## config.mk

```make
export PLATFORM = sky130hd
export DESIGN_NAME = pin_change_detector
export DESIGN_NICKNAME = d
export VERILOG_FILES = /design/src/rtl/pcd_pkg.sv /design/src/rtl/pcd_lane.sv /design/src/rtl/pcd_flag.sv /design/src/rtl/pin_change_detector.sv
export SDC_FILE = /design/constraint.sdc
export NUM_CORES = 1
export LEC_CHECK = 0
export BUFFER_PORTS_ARGS = -buffer_cell sky130_fd_sc_hd__buf_4
export CORE_AREA = 2 2 39 41
export DETAILED_ROUTE_END_ITERATION = 16
export DIE_AREA = 0 0 41 43
export PLACE_DENSITY = 0.47
export SYNTH_ARGS = -nofsm -noshare
export SYNTH_HDL_FRONTEND = slang
export SYNTH_HIERARCHICAL = 1
export SYNTH_SLANG_ARGS = --single-unit
```

## constraint.sdc

```tcl
create_clock -name clk -period 1.34 [get_ports clk]
set_input_delay 0.134 -clock clk [delete_from_list [all_inputs] [get_ports clk]]
set_output_delay 0.134 -clock clk [all_outputs]
set_load 0.005 [all_outputs]
```

## src/rtl/pcd_pkg.sv

```systemverilog
package pcd_pkg;
  localparam int unsigned PCD_PORT_W   = 8;
  localparam int unsigned PCD_WATCH_LO = 4;

  typedef enum logic [1:0] {
    FLAG_HOLD  = 2'd0,
    FLAG_SET   = 2'd1,
    FLAG_CLEAR = 2'd2
  } flag_act_e;
endpackage

```

## src/rtl/pcd_lane.sv

```systemverilog
module pcd_lane #(
  parameter logic WATCHED = 1'b1
) (
  input  logic clk,
  input  logic rst,
  input  logic pin_i,
  input  logic dir_i,
  input  logic load_i,
  output logic mis_o
);
  logic ref_q;

  // Reference bit: reloaded on reset and on every port access
  always_ff @(posedge clk) begin
    if (rst || load_i) ref_q <= pin_i;
  end

  // Mismatch only for watched, input-configured lanes
  assign mis_o = WATCHED & dir_i & (pin_i ^ ref_q);

  AST_REF_LOAD: assert property (@(posedge clk) disable iff (rst)
    load_i |=> (ref_q == $past(pin_i)));
  AST_REF_KEEP: assert property (@(posedge clk) disable iff (rst)
    !load_i |=> $stable(ref_q));
endmodule

```

## src/rtl/pcd_flag.sv

```systemverilog
module pcd_flag
  import pcd_pkg::*;
(
  input  logic clk,
  input  logic rst,
  input  logic mis_any_i,
  input  logic access_i,
  input  logic clr_i,
  output logic flag_o
);
  flag_act_e act;
  logic      flag_q;

  // Set wins over clear; the comparison is blanked during an access
  always_comb begin
    if (mis_any_i && !access_i) act = FLAG_SET;
    else if (clr_i)             act = FLAG_CLEAR;
    else                        act = FLAG_HOLD;
  end

  always_ff @(posedge clk) begin
    if (rst) begin
      flag_q <= 1'b0;
    end else begin
      case (act)
        FLAG_SET:   flag_q <= 1'b1;
        FLAG_CLEAR: flag_q <= 1'b0;
        default:    flag_q <= flag_q;
      endcase
    end
  end

  assign flag_o = flag_q;

  AST_RST_CLEAR: assert property (@(posedge clk) disable iff (rst)
    $past(rst) |-> !flag_q);
  AST_SET_ON_MIS: assert property (@(posedge clk) disable iff (rst)
    (mis_any_i && !access_i) |=> flag_q);
  AST_SET_OVER_CLR: assert property (@(posedge clk) disable iff (rst)
    (mis_any_i && !access_i && clr_i) |=> flag_q);
  AST_NO_SPURIOUS: assert property (@(posedge clk) disable iff (rst)
    (access_i && !clr_i) |=> $stable(flag_q));
  AST_STICKY: assert property (@(posedge clk) disable iff (rst)
    (flag_q && !clr_i) |=> flag_q);
  AST_CLEAR: assert property (@(posedge clk) disable iff (rst)
    (clr_i && !(mis_any_i && !access_i)) |=> !flag_q);
endmodule

```

## src/rtl/pin_change_detector.sv

```systemverilog
module pin_change_detector
  import pcd_pkg::*;
#(
  parameter int unsigned PORT_W   = PCD_PORT_W,
  parameter int unsigned WATCH_LO = PCD_WATCH_LO
) (
  input  logic              clk,
  input  logic              rst,
  input  logic [PORT_W-1:0] pin_i,
  input  logic [PORT_W-1:0] dir_i,
  input  logic              rd_stb_i,
  input  logic              wr_stb_i,
  input  logic              clr_stb_i,
  output logic              chg_flag_o
);
  localparam int unsigned WATCH_N = PORT_W - WATCH_LO;

  logic [PORT_W-1:0] mis;
  logic              access;
  logic              mis_any;

  assign access  = rd_stb_i | wr_stb_i;
  assign mis_any = |mis;

  for (genvar i = 0; i < PORT_W; i++) begin : g_lane
    pcd_lane #(
      .WATCHED(i >= WATCH_LO)
    ) u_lane (
      .clk    (clk),
      .rst    (rst),
      .pin_i  (pin_i[i]),
      .dir_i  (dir_i[i]),
      .load_i (access),
      .mis_o  (mis[i])
    );
  end

  pcd_flag u_flag (
    .clk       (clk),
    .rst       (rst),
    .mis_any_i (mis_any),
    .access_i  (access),
    .clr_i     (clr_stb_i),
    .flag_o    (chg_flag_o)
  );

  AST_OUT_EXCLUDED: assert property (@(posedge clk) disable iff (rst)
    (!chg_flag_o && (dir_i[PORT_W-1 -: WATCH_N] == '0)) |=> !chg_flag_o);
  AST_LOW_QUIET: assert property (@(posedge clk) disable iff (rst)
    (mis[WATCH_LO-1:0] == '0));
endmodule

```

==> flow_summary.ini, run 1 <==
[placement]
gp_congestion = 0.590
portBuffers = 13
post-place-ws_ns = 0.00653

[sta]
final_hold_viol_count = 0
finalSetupViolations = 0
hold_slack_ns = 0.0701
drv_slew = 0
grt_setup_unrepaired = true
period_minus_slack_ns = 1.24
fin_ws_ns = 0.0993
tns_ns = 0
fin_crit_sh_pct = 92.6
fmax_mhz = 806
fin_skew_ns = 0.00379

[cts]
clock-sinks = 5
cts_tree = built
clk_latency_ns = 0.24
cts_made_buffers = 3
clockBufferDepth = 2
cts_setup_buffers = 0
cts_max_level = 1
cts-root-buf = clkbuf_4
clk_pin_slew_ns = 0.04

[detailed_routing]
wl_um = 447
post-route-drc-count = 0
routedWlPerCell_um = 7.33
viasPerCell = 3.59
drtIter0Drc = 2
ant_nets = 0
drtPass1Iterations = 2
num_vias = 219

[job]
maxCapViolCount = 0

[synthesis]
synthCells = 32
synth_fp_nets = 53
synth_xor_area_share_pct = 11.2
synthAdderAreaFrac_pct = 0
yosysWarnings = 6
yosys-mux-area-fraction_pct = 0
synth_seq_cells = 5
syn_area_um2 = 314
syn_area_per_cell_um2 = 9.81
synth-compound-area-share_pct = 2.79
yosysSeqAreaShare_pct = 44.6
synth_top_family_by_area = simple AND/OR/NAND/NOR gates
synth_cell_types = 11
synth-simple-area-share_pct = 27.1

[hold_path]
hold_path_class = input pin to flip-flop

[worst_setup_path]
crit_arrival_ns = 1.37
endpoint_kind = flip-flop
path_cells = xor2_1 > and2_1 > nor4_2 > nand2_1 > nand2b_1 > a21oi_2
startpoint_type = flip-flop
cpMaxStageDelayCell = edfxtp_1
crit_family = simple AND/OR/NAND/NOR gates
worst_path_largest_cell_delay_ns = 0.37
worstPathMaxFanout = 1
criticalPathCategory = flip-flop to flip-flop
critPathRequiredTime_ns = 1.47
path_buf_inv = 0

[finish]
antennaDiodeCount = 0
nets = 67
drive_above_1_share_pct = 53.3
syn2layout_area_growth_pct = 40.2

[floorplan]
fp-row-count = 14
die_y_um = 43
pin_count = 22
start_util_pct = 22.7
fp.dieArea_um2 = 1760
fp.coreArea_um2 = 1380
die_x_um = 41

[global_route]
grt_pass1_wl_um = 710
grt_usage_pct = 6.57
grt_max_degree = 6
grt_overflow_total = 0
antenna_found_initial = 0
grt_pass1_vias = 215

[pwr]
pwr_density_cell_nw_per_um2 = 968
ir_worst_vdd_uv = 347
p_leak_nw = 0.186

[status]
status = finished, final reports clean
[cells in the mapped netlist (all sizes together)]
cell type,count,area (um^2)
edfxtp,4,120
nand2b,2,12.5
and2,4,25.0
nand2,1,3.75
buf,4,30.0
conb,4,15.0
or2,5,31.3
a21oi,1,8.76
xor2,4,35.0
nor4,2,12.5
dfxtp,1,20.0
[through the flow]
step / power (mW) / std cells / util [%] / area, um^2
after floorplan: 0.227 / 32 / - / 314
after global placement: 0.254 / 57 / 29.0 / 402
after detailed placement: 0.254 / 57 / 29.0 / 402
after CTS: 0.434 / 61 / 30.9 / 428
after global routing: 0.456 / 61 / 31.8 / 440
final: 0.426 / 61 / 31.8 / 440
[cell families after synthesis]
kind of cell,Yosys count
AOI/OAI and AO/OA,1
and+or+nand+nor,14
buffers and inverters,4
DFF,5
other,4
xor gates and xnor gates,4
[flip-flops by register name, summed over array words and instances, names as in the netlist]
signal and flops:
g_lane.u_lane/ref_q 4, u_flag/flag_o 1
[cell usage in the layout (no fill, tap or decap), drive strengths merged]
| master | instances |
|---|---|
| buf | 13 |
| or2 | 5 |
| conb | 4 |
| xor2 | 4 |
| and2 | 4 |
| edfxtp | 4 |
| clkbuf | 4 |
| nor4 | 2 |
| nand2b | 2 |
| nand2 | 1 |
| a21oi | 1 |
| dfxtp | 1 |
[worst reg2reg max path: cells and delay by family, from the launching register on]
kind	cells	cell delay, ns
xor+xnor	1	0.16
compound gates	1	0.05
flops	1	0.37
simple gates	4	0.56
[path summary, 6_finish.rpt]
check | startpoint | end | slack (ns) | depth (start not counted)
min | rst | u_flag/flag_o | 0.07 | 2
max reg2reg | g_lane[5].u_lane/ref_q | u_flag/flag_o | 0.1 | 6
max | g_lane[5].u_lane/ref_q | u_flag/flag_o | 0.1 | 6
min reg2reg | u_flag/flag_o | u_flag/flag_o | 0.48 | 2
[final cells by class]
class                      instances  area, um^2
tap                               16        20.0
multi-input combinational         23         156
sequential                         5         140
timing repair buffer              13        97.6
clock buffer                       4        26.3
fill                             151         943
[where the power goes]
part           switching, mW  internal [mW]
registers            0.00483          0.181
clock network         0.0592          0.112
logic                 0.0234         0.0452
total                 0.0874          0.339
[per-layer routing]
layer	vias to the layer above	global-route usage, %	part of all wire, %
met4	0	8.00	0
li1	118	-	-
met1	95	5.59	34
met3	0	1.57	6.3
met5	-	0	0
met2	6	10.3	59
[what timing repair did]
action / CTS / global route
endpoints found under the setup margin: 0 / 1
hold buffers: 0 / 0
gates resized for setup: 0 / 2
No activity file was read; power rests on OpenSTA's default activity.
==> inputs of run 2 (changes only) <==
Settings changed: PLACE_DENSITY 0.47 to 0.57.
==> run 2 against run 1 <==
Critical path depth stayed put; highest routed layer unchanged; power down 0.82%; clock-buffer cell count stayed put.
==> flow_summary.ini, run 2 (same netlist as run 1, synthesis figures left out) <==
[status]
status = finished, final reports clean

[pwr]
swShare_pct = 19.9
pwr-share-comb_pct = 16.2
internal-power_uw = 339
pwr-share-clk_pct = 39.7
p_leak_nw = 0.186
ir_worst_vdd_uv = 403
seqPwrFrac_pct = 44.0
power.switching_uw = 84.0
pwr_density_cell_nw_per_um2 = 960

[hold_path]
hold_path_class = input pin to flip-flop
hold_path.startpoint = rst
hold_depth = 2
hold_end = u_flag/flag_o

[worst_setup_path]
crit_family = simple AND/OR/NAND/NOR gates
path_cells = xor2_1 > and2_1 > nor4_2 > nand2_1 > nand2b_1 > a21oi_2
timing.rr.start = g_lane[6].u_lane/ref_q
criticalPathCategory = flip-flop to flip-flop
endpoint_kind = flip-flop
crit_arrival_ns = 1.36
path_buf_inv = 0
worst-r2r-setup-slack_ns = 0.11
reg2reg_to = u_flag/flag_o
startpoint_type = flip-flop
critPathRequiredTime_ns = 1.47
worstPathMaxFanout = 1
worst_path_largest_cell_delay_ns = 0.37
cpMaxStageDelayCell = edfxtp_1
ff2ff_path_depth = 6

[placement]
post-place-ws_ns = -0.00870
portBuffers = 13
placed_area_um2 = 402
gp_congestion = 0.612
hpwl_um = 359

[cts]
clk_latency_ns = 0.24
cts_made_buffers = 3
clk_pin_slew_ns = 0.04
ctsHoldBuffers = 0
cts_tree = built
cts_max_level = 1
cts-root-buf = clkbuf_4
clock-sinks = 5
clockBufferDepth = 2
cts_setup_buffers = 0

[sta]
fin_ws_ns = 0.110
grt_setup_unrepaired = false
fin_skew_ns = 0.000982
finalSetupViolations = 0
fmax_mhz = 813
final_hold_viol_count = 0
period_minus_slack_ns = 1.23
drv_slew = 0
fin_crit_sh_pct = 91.8

[detailed_routing]
post-route-drc-count = 0
drtPass1Iterations = 1
num_vias = 230
routedWlPerCell_um = 6.84
viasPerCell = 3.77
drtIter0Drc = 0
wl_um = 417
ant_nets = 0

[finish]
syn2layout_area_growth_pct = 40.2
largest_register_ffs = 4
fillerInstances = 156
nets = 67
antennaDiodeCount = 0
final_cell_mix = 13 x buf_4, 5 x or2_2
drive_above_1_share_pct = 53.3
final_common_cell = buf_4
fin_area_um2 = 440
largest-register = g_lane.u_lane/ref_q

[global_route]
grt_overflow_total = 0
grt_usage_pct = 6.97
grt_pass1_wl_um = 772
antenna_found_initial = 0
grt_pass1_vias = 218
grt_max_degree = 6

[job]
maxCapViolCount = 0

[floorplan]
fp-row-count = 14
start_util_pct = 22.7
fp.dieArea_um2 = 1760
die_y_um = 43
pin_count = 22
fp.coreArea_um2 = 1380
die_x_um = 41
-- run 2: cell counts in the layout (fill, tap and decap cells not counted) --
No cell type changed its count.
-- run 2: through the flow --
step	cells	power, mW	hold WS [ns]	util (%)	TNS (ns)
floorplan	32	0.227	0.196	-	0
global placement	57	0.253	0.321	29.0	-0.0265
detailed placement	57	0.254	0.319	29.0	-0.00870
CTS	61	0.433	0.0641	31.4	0
global route	61	0.449	0.0716	31.8	0
finish	61	0.423	0.0741	31.8	0
-- run 2: final cells by class --
class	count	area, um^2	area share, %
tap	16	20.0	4.55
timing repair buffer	13	97.6	22.2
multi-input combinational	23	156	35.5
clock buffer	4	26.3	5.97
sequential	5	140	31.8
-- run 2: how the worst max path moves through the flow --
stage | start | to | slack (ns) | cells after the start
after global routing | g_lane[6].u_lane/ref_q | u_flag/flag_o | 0.0005 | 6
final | g_lane[6].u_lane/ref_q | u_flag/flag_o | 0.11 | 6
after CTS | g_lane[7].u_lane/ref_q | u_flag/flag_o | 0.01 | 6
after floorplan | g_lane[7].u_lane/ref_q | u_flag/flag_o | 0.13 | 6
after global placement | g_lane[7].u_lane/ref_q | u_flag/flag_o | -0.03 | 6
after detailed placement | g_lane[7].u_lane/ref_q | u_flag/flag_o | -0.009 | 6
-- run 2: what timing repair did --
item                                    4_1_cts  5_1_grt
gates resized for setup                       1        1
endpoints found under the setup margin        1        1
endpoints found under the hold margin         0        0
pin swaps                                     0        5
-- run 2: power groups by stage --
stage,sequential (mW),clock (mW),combinational (mW)
2_1_floorplan,0.189,0,0.0381
3_3_place_gp,0.189,0,0.0645
3_5_place_dp,0.189,0,0.0652
4_1_cts,0.186,0.179,0.0678
5_1_grt,0.187,0.184,0.0776
6_report,0.186,0.168,0.0687
-- run 2: layer usage --
layer | vias up | GRT usage (%) | share of wire (%)
li1 | 120 | - | -
met1 | 102 | 7.87 | 35
met2 | 8 | 9.38 | 57
met3 | 0 | 1.57 | 8.4
met4 | 0 | 8.00 | 0
met5 | - | 0 | 0
-- run 2: worst register-to-register path, delay by kind of cell (launching register included) --
| family | cells | cell delay, ns |
|---|---|---|
| and+or+nand+nor | 4 | 0.57 |
| AOI/OAI and AO/OA | 1 | 0.05 |
| DFF | 1 | 0.37 |
| xor gates and xnor gates | 1 | 0.14 |
